==> config.mk <==
export PLATFORM = sky130hd
export DESIGN_NAME = sc_ctrl_decoder
export DESIGN_NICKNAME = d
export VERILOG_FILES = /design/src/rtl/scd_pkg.sv /design/src/rtl/scd_main_dec.sv /design/src/rtl/scd_alu_dec.sv /design/src/rtl/sc_ctrl_decoder.sv
export SDC_FILE = /design/constraint.sdc
export NUM_CORES = 1
export LEC_CHECK = 0
export ABC_CLOCK_PERIOD_IN_PS = 2600
export BUFFER_PORTS_ARGS = -buffer_cell sky130_fd_sc_hd__clkbuf_2
export CAP_MARGIN = 20
export CORE_AREA = 2 2 39 41
export CTS_BUF_LIST = sky130_fd_sc_hd__clkbuf_4 sky130_fd_sc_hd__clkbuf_8
export CTS_CLUSTER_DIAMETER = 150
export DETAILED_ROUTE_END_ITERATION = 6
export DIE_AREA = 0 0 41 43
export SLEW_MARGIN = 20
export SYNTH_ARGS = -nofsm -noshare
export SYNTH_HDL_FRONTEND = slang
export SYNTH_SLANG_ARGS = --single-unit
==> constraint.sdc <==
create_clock -name clk -period 2.6 [get_ports clk]
set_clock_uncertainty 0.2 [all_clocks]
set_input_delay 0.13 -clock clk [delete_from_list [all_inputs] [get_ports clk]]
set_output_delay 0.13 -clock clk [all_outputs]
set_load 0.1 [all_outputs]
==> src/rtl/scd_pkg.sv <==
// Package: shared widths, opcode values, class and ALU code encodings
// for the single-cycle control decoder. Assumes a 6-bit opcode and a
// 6-bit funct field, of which only the low four funct bits matter.
package scd_pkg;
    localparam int OP_W    = 6;
    localparam int FN_W    = 6;
    localparam int FN_USED = 4;
    localparam int CLS_W   = 2;
    localparam int ALU_W   = 3;

    localparam logic [OP_W-1:0] OPC_RTYPE = 6'd0;
    localparam logic [OP_W-1:0] OPC_LOAD  = 6'd35;
    localparam logic [OP_W-1:0] OPC_STORE = 6'd43;
    localparam logic [OP_W-1:0] OPC_BEQ   = 6'd4;

    localparam logic [CLS_W-1:0] CLS_ADD   = 2'b00;
    localparam logic [CLS_W-1:0] CLS_SUB   = 2'b01;
    localparam logic [CLS_W-1:0] CLS_FUNCT = 2'b10;

    localparam logic [ALU_W-1:0] ALU_AND = 3'b000;
    localparam logic [ALU_W-1:0] ALU_OR  = 3'b001;
    localparam logic [ALU_W-1:0] ALU_ADD = 3'b010;
    localparam logic [ALU_W-1:0] ALU_SUB = 3'b110;
    localparam logic [ALU_W-1:0] ALU_SLT = 3'b111;

    localparam logic [FN_USED-1:0] FN_ADD = 4'b0000;
    localparam logic [FN_USED-1:0] FN_SUB = 4'b0010;
    localparam logic [FN_USED-1:0] FN_AND = 4'b0100;
    localparam logic [FN_USED-1:0] FN_OR  = 4'b0101;
    localparam logic [FN_USED-1:0] FN_SLT = 4'b1010;

    typedef struct packed {
        logic             dst_rd;
        logic             opb_imm;
        logic             wb_mem;
        logic             rf_we;
        logic             dmem_re;
        logic             dmem_we;
        logic             br_eq;
        logic [CLS_W-1:0] alu_class;
    } main_ctl_t;
endpackage

==> src/rtl/scd_main_dec.sv <==
// Module: first decode level. Maps the primary opcode to the datapath
// controls and the ALU class. Purely combinational. Assumes unknown
// opcodes must leave every state-changing control low.
module scd_main_dec
    import scd_pkg::*;
(
    input  logic [OP_W-1:0] opcode,
    output main_ctl_t       ctl,
    output logic            op_known
);
    // Opcode lookup: one arm per recognised instruction, safe default otherwise.
    always_comb begin
        ctl       = '0;
        ctl.alu_class = CLS_ADD;
        op_known  = 1'b1;
        case (opcode)
            OPC_RTYPE: begin
                ctl.dst_rd    = 1'b1;
                ctl.rf_we     = 1'b1;
                ctl.alu_class = CLS_FUNCT;
            end
            OPC_LOAD: begin
                ctl.opb_imm = 1'b1;
                ctl.wb_mem  = 1'b1;
                ctl.rf_we   = 1'b1;
                ctl.dmem_re = 1'b1;
            end
            OPC_STORE: begin
                ctl.opb_imm = 1'b1;
                ctl.dmem_we = 1'b1;
            end
            OPC_BEQ: begin
                ctl.br_eq     = 1'b1;
                ctl.alu_class = CLS_SUB;
            end
            default: op_known = 1'b0;
        endcase
    end
endmodule

==> src/rtl/scd_alu_dec.sv <==
// Module: second decode level. Combines the ALU class with the low
// funct nibble into the 3-bit ALU code. Purely combinational. Assumes
// funct bits above FN_USED carry no information.
module scd_alu_dec
    import scd_pkg::*;
(
    input  logic [CLS_W-1:0]   alu_class,
    input  logic [FN_USED-1:0] fn_lo,
    output logic [ALU_W-1:0]   alu_fn
);
    // Class select first, then funct nibble lookup for register ops.
    always_comb begin
        alu_fn = ALU_ADD;
        case (alu_class)
            CLS_SUB:   alu_fn = ALU_SUB;
            CLS_FUNCT: begin
                case (fn_lo)
                    FN_SUB:  alu_fn = ALU_SUB;
                    FN_AND:  alu_fn = ALU_AND;
                    FN_OR:   alu_fn = ALU_OR;
                    FN_SLT:  alu_fn = ALU_SLT;
                    default: alu_fn = ALU_ADD;
                endcase
            end
            default:   alu_fn = ALU_ADD;
        endcase
    end
endmodule

==> src/rtl/sc_ctrl_decoder.sv <==
// Module: top of the control decoder. Chains the two decode levels and
// registers their results once per clock. Assumes opcode/funct are
// stable around the rising edge; reset is synchronous, active low.
module sc_ctrl_decoder
    import scd_pkg::*;
(
    input  logic            clk,
    input  logic            rst_n,
    input  logic [OP_W-1:0] opcode,
    input  logic [FN_W-1:0] funct,
    output logic            dst_rd,
    output logic            opb_imm,
    output logic            wb_mem,
    output logic            rf_we,
    output logic            dmem_re,
    output logic            dmem_we,
    output logic            br_eq,
    output logic [CLS_W-1:0] alu_class,
    output logic [ALU_W-1:0] alu_fn
);
    main_ctl_t        ctl_d, ctl_q;
    logic             op_known;
    logic [ALU_W-1:0] fn_d, fn_q;

    scd_main_dec u_main (
        .opcode   (opcode),
        .ctl      (ctl_d),
        .op_known (op_known)
    );

    scd_alu_dec u_alu (
        .alu_class (ctl_d.alu_class),
        .fn_lo     (funct[FN_USED-1:0]),
        .alu_fn    (fn_d)
    );

    // Output register: one stage between the decode and the datapath.
    always_ff @(posedge clk) begin
        if (!rst_n) begin
            ctl_q <= '0;
            fn_q  <= '0;
        end else begin
            ctl_q <= ctl_d;
            fn_q  <= fn_d;
        end
    end

    assign dst_rd    = ctl_q.dst_rd;
    assign opb_imm   = ctl_q.opb_imm;
    assign wb_mem    = ctl_q.wb_mem;
    assign rf_we     = ctl_q.rf_we;
    assign dmem_re   = ctl_q.dmem_re;
    assign dmem_we   = ctl_q.dmem_we;
    assign br_eq     = ctl_q.br_eq;
    assign alu_class = ctl_q.alu_class;
    assign alu_fn    = fn_q;


    rst_clear_chk: assert property (@(posedge clk)
        !rst_n |=> (ctl_q == '0 && fn_q == '0));


    unknown_op_quiet_chk: assert property (@(posedge clk) disable iff (!rst_n)
        !op_known |=> (!rf_we && !dmem_re && !dmem_we && !br_eq));


    load_wb_chk: assert property (@(posedge clk) disable iff (!rst_n)
        dmem_re |-> (wb_mem && rf_we && !dmem_we));


    store_no_wb_chk: assert property (@(posedge clk) disable iff (!rst_n)
        dmem_we |-> (!rf_we && !dmem_re && opb_imm));


    beq_sub_chk: assert property (@(posedge clk) disable iff (!rst_n)
        br_eq |-> (alu_fn == ALU_SUB && !rf_we && !opb_imm));


    slt_code_chk: assert property (@(posedge clk) disable iff (!rst_n)
        (opcode == OPC_RTYPE && funct == 6'b101010) |=> alu_fn == ALU_SLT);
endmodule

==> impl_metrics.tcl, run 1 <==
set metrics [dict create \
    critPathLaunchType "input pin" \
    synth.net_count 57 \
    setup_viol 0 \
    grt_first_pass_wirelength_mm 1.44 \
    clock_sinks 10 \
    relSlewSlack_pct 64.0 \
    vdd_drop_max_v 0.000118 \
    grt_max_degree 7 \
    drv_slew 0 \
    synth-simple-area-share_pct 33.9 \
    synth-compound-area-share_pct 8.55 \
    p_seq_share_pct 52.1 \
    synth_area_sq_um 439 \
    pwr-share-clk_pct 32.1 \
    hp-class "input pin to flop" \
    cts-htree-levels 1 \
    die_y_um 43 \
    ios 26 \
    p_total_mw 0.298 \
    routedWlPerCell_um 10.1 \
    finalSetupTns_ns 0 \
    comb_power_share_pct 15.8 \
    hold_viol 0 \
    outcome "complete, no violations" \
    cp.arrival_ns 2.39 \
    post-route-period-util_pct 94.2 \
    synth_ff_type "dfxtp_1" \
    end_kind "flop" \
    finish.instance_area_sq_um 662 \
    synthMuxAreaShare_pct 0 \
    tritoncts "done" \
    synthArstFlopShare_pct 0 \
    fp.coreArea_sq_um 1380 \
    grt_util_all_layers_pct 12.1 \
    crit_chain "dlygate4sd3_1 > clkbuf_2 > or4_4 > or3_1 > ha_1 > nand4bb_1 > o221a_2" \
    worstMarginPinSlew_ns 0.543 \
    die_w_um 41 \
    drc 0 \
    synthAdderAreaFrac_pct 8.55 \
    cts_made_buffers 3 \
    avgViaCountPerCell 4.91 \
    yosysTopAreaCellShare_pct 45.6 \
    postSynthCellCount 40 \
    yosysSeqAreaShare_pct 45.6 \
    dr.pass1.iters 2 \
    die-area_sq_um 1760 \
    cts_setup_buffers 0 \
    p_leak_nw 0.322 \
    p_int_mw 0.227 \
    placed_area_sq_um 559 \
    fmax_mhz 408 \
    rows 14 \
    yosysWarningCount 0 \
    cp.required_ns 2.54 \
    portBuffers 23 \
    fin_hold_ws_ns 0.0179 \
    cts_buffer_depth 2 \
    rsz0062_at_grt "false" \
    avgSynthCellArea_sq_um 11.0 \
    vias 432 \
    path_clk_slew_ns 0.06 \
    maxCapViolCount 0 \
    grt_pass1_vias 397 \
    synthXorXnorAreaFrac_pct 0 \
    power_density_nw_per_um2 450 \
    synth_edf_count 0 \
    yosys.area.top_type "dfxtp_1" \
    diodes 0 \
    ctsResizeCount 0 \
    ys_top_cells_by_area "dfxtp_1 46%, ha_1 8.5%, nor4bb_1 6.8%" \
    totalWireLength_um 886 \
    critPathTopFamily "simple AND/OR/NAND/NOR gates" \
    gp_congestion 0.738 \
    cpPeakStageDelay_ns 0.54 \
    syn_to_final_growth_pct 50.7 \
    clockRootBuffer "clkbuf_4" \
    initial_core_util_pct 31.7 \
    grt-ovfl-total 0 \
    synth_top_family_by_area "simple AND/OR/NAND/NOR gates" \
    p_sw_share_pct 23.9 \
    drive_gt1_share_pct 40.3 \
    antenna_found_initial 0 \
    cp_max_fo 5 \
    period_needed_ns 2.45 \
    cp_slowest_cell "or4_4" \
    ys_ff_latch 10 \
    drt_iter0_drc 5 \
    fill_cells 133 \
    crit_type "input pin to flop" \
    fin_nets 91 \
    p_switching_mw 0.0713 \
    place_hpwl_um 671 \
    cp_num_buf_inv 2 \
    cts_hold_buf 8 \
    postRouteAntennaNets 0 \
    ys_types 23 \
]
stage by stage:
step / utilization [%] / setup slack, ns / cells
after detailed placement: 40.4 / 0.420 / 77
after CTS: 47.8 / 0.147 / 88
after global placement: 40.4 / 0.415 / 77
after floorplan: - / 0.614 / 40
after global routing: 47.8 / 0.0597 / 88
final: 47.8 / 0.150 / 88
tightest hold or removal path, stage by stage:
cell and delay (ns):
clkbuf_2 0.11, nand4b_1 0.12, a21oi_1 0.07
Yosys cell counts, types with 2 or more instances:
master	count
nor4bb_1	3
buf_4	2
ha_1	3
nor3_1	3
nor2_1	2
dfxtp_1	10
registers in the layout, summed over array words and instances (netlist names):
| register | flops |
|---|---|
| alu_class | 1 |
| alu_fn | 3 |
| br_eq | 1 |
| dmem_re | 1 |
| dmem_we | 1 |
| dst_rd | 1 |
| opb_imm | 1 |
| rf_we | 1 |
area by class of cell:
cell class	instances	area (sq um)	area share, %
flip-flops and latches	10	200	30.2
clock buffers	3	22.5	3.40
multi-input cells	28	224	33.8
repair buffers	31	195	29.5
well taps	16	20.0	3.02
path summary, 6_finish.rpt:
kind	from	to	slack (ns)	cells after the start
setup / recovery	opcode[0]	alu_fn[1]	0.15	7
hold / removal	opcode[5]	rf_we	0.02	3
placed cells by master, fill, tap and decap left out, drive strengths merged, types with 2 or more instances in the layout:
cell type,count
clkbuf,26
dfxtp,10
dlygate4sd3,8
nor3,3
nor4bb,3
ha,3
nor2,2
kinds of logic (layout without fill, tap and decap cells):
group | Yosys count | after routing
flip-flops | 10 | 10
AO/OA/AOI/OAI | 4 | 4
AND/OR/NAND/NOR | 21 | 21
adder cells (fa/ha/maj) | 3 | 3
buffers and inverters | 2 | 34
power groups by stage:
| stage | logic [mW] | clock network [mW] | registers (mW) |
|---|---|---|---|
| 2_1_floorplan | 0.0107 | 0 | 0.171 |
| 3_3_place_gp | 0.0398 | 0 | 0.159 |
| 3_5_place_dp | 0.0400 | 0 | 0.159 |
| 4_1_cts | 0.0469 | 0.0994 | 0.155 |
| 5_1_grt | 0.0506 | 0.107 | 0.155 |
| 6_report | 0.0470 | 0.0957 | 0.155 |
metal layers:
| metal | vias up | part of all wire [%] | GRT usage [%] | wire length (um) |
|---|---|---|---|---|
| met3 | 4 | 4.4 | 0 | 39 |
| met5 | - | 0 | 0 | 0 |
| li1 | 216 | - | - | - |
| met1 | 198 | 41 | 13.2 | 364 |
| met4 | 0 | 3.7 | 13.3 | 33 |
| met2 | 14 | 51 | 18.8 | 448 |
No activity file was read; power rests on OpenSTA's default activity.
==> inputs of run 2 (changes only) <==
CTS_BUF_LIST = sky130_fd_sc_hd__clkbuf_16   (was sky130_fd_sc_hd__clkbuf_4 sky130_fd_sc_hd__clkbuf_8)
MAX_ROUTING_LAYER = met4   (was not set)
==> run 2 against run 1 <==
Via count is 2.3% lower. Wire length is 9.3% higher. First-iteration DRC count is 100% higher. Power is 55% higher. Core utilization is 1.6 points higher. Worst setup slack better by 0.41 ns. Worst hold slack better by 0.0053 ns. Non-clock buffer count is 3 lower. Global-route usage is 2.3 points higher. Maximum frequency is 20% higher. Clock-buffer cell count stayed put. Final cell count is 3.4% lower. Largest power group is now the clock network.
==> impl_metrics.tcl, run 2 (synthesis results as in run 1) <==
set metrics [dict create \
    outcome "complete, no violations" \
    vdd_drop_max_v 0.000207 \
    dr.pass1.iters 2 \
    drt_iter0_drc 10 \
    initial_core_util_pct 31.7 \
    grt-ovfl-total 0 \
    whs_path_depth 3 \
    finalCoreUtilization_pct 49.5 \
    placed_area_sq_um 559 \
    grt_pass1_vias 404 \
    final_common_cell "clkbuf_2" \
    largest_register_ffs 3 \
    syn_to_final_growth_pct 55.8 \
    clock_sinks 10 \
    die_y_um 43 \
    cp_max_fo 6 \
    fp.coreArea_sq_um 1380 \
    ios 26 \
    die-area_sq_um 1760 \
    hold_viol 0 \
    relSlewSlack_pct 63.9 \
    fin_hold_ws_ns 0.0232 \
    cts_setup_buffers 0 \
    power_density_nw_per_um2 676 \
    totalWireLength_um 968 \
    final_cell_mix "23 x clkbuf_2, 10 x dfxtp_1, 5 x dlygate4sd3_1" \
    antenna_found_initial 0 \
    drc 0 \
    path_clk_slew_ns 0.04 \
    ctsResizeCount 0 \
    worstMarginPinSlew_ns 0.544 \
    p_seq_share_pct 33.8 \
    cts_made_buffers 3 \
    fin_nets 88 \
    die_w_um 41 \
    avgViaCountPerCell 4.96 \
    maxCapViolCount 0 \
    hp-class "input pin to flop" \
    cp.required_ns 2.52 \
    rows 14 \
    p_int_mw 0.371 \
    stdcell_count 85 \
    cp.arrival_ns 1.96 \
    p_leak_nw 0.335 \
    finish.instance_area_sq_um 684 \
    grt_max_degree 7 \
    gp_congestion 0.747 \
    comb_power_share_pct 9.6 \
    portBuffers 23 \
    place_hpwl_um 671 \
    drv_slew 0 \
    critPathLaunchType "input pin" \
    pwr-share-clk_pct 56.7 \
    vias 422 \
    period_needed_ns 2.04 \
    rsz0062_at_grt "false" \
    drive_gt1_share_pct 42.0 \
    place_inst 77 \
    end_kind "flop" \
    p_switching_mw 0.0919 \
    p_sw_share_pct 19.9 \
    crit_type "input pin to flop" \
    routedWlPerCell_um 11.4 \
    finalSetupTns_ns 0 \
    grt_util_all_layers_pct 14.4 \
    fmax_mhz 490 \
    cts_buffer_depth 2 \
    post-route-period-util_pct 78.5 \
    tritoncts "done" \
    clockRootBuffer "clkbuf_16" \
    setup_viol 0 \
    cts-htree-levels 1 \
    grt_first_pass_wirelength_mm 1.59 \
    postRouteAntennaNets 0 \
    diodes 0 \
]
[run 2: cell type report]
class	instances	area, sq um
Fill cell	134	699
Multi-Input combinational cell	28	224
Sequential cell	10	200
Timing Repair Buffer	28	165
Clock buffer	3	75.1
Tap cell	16	20.0
[run 2: metrics by stage]
step	worst slack [ns]	total power [mW]
final	0.560	0.463
after floorplan	0.614	0.182
after CTS	0.557	0.466
after detailed placement	0.420	0.199
after global routing	0.482	0.477
after global placement	0.415	0.198
[run 2: worst max-delay path, cell delays in order]
cell and delay, ns:
dlygate4sd3_1 0.53, clkbuf_2 0.14, or3_1 0.41, ha_1 0.35, nand4bb_1 0.13, o221a_2 0.27
[run 2: per-layer routing]
layer / global-route usage [%] / part of all wire [%] / vias up
met5: - / 0 / -
met4: 14.0 / 4.1 / 0
met3: 1.57 / 4.4 / 5
met2: 21.9 / 51 / 13
met1: 14.8 / 40 / 191
li1: - / - / 213
[run 2: path summary, 6_finish.rpt]
path                  start        end  slack, ns
setup / recovery  opcode[2]  alu_fn[1]       0.56
hold / removal    opcode[0]    dmem_re       0.02
[run 2: power by group through the flow]
stage / combinational (mW) / sequential (mW) / clock, mW
after global routing: 0.0476 / 0.156 / 0.273
final: 0.0443 / 0.156 / 0.262
after detailed placement: 0.0400 / 0.159 / 0
after CTS: 0.0444 / 0.156 / 0.266
after global placement: 0.0398 / 0.159 / 0
after floorplan: 0.0107 / 0.171 / 0
[run 2: what timing repair did]
item | 4_1_cts | 5_1_grt
hold buffers | 5 | 0
endpoints found under the hold margin | 3 | 0
endpoints found under the setup margin | 0 | 0
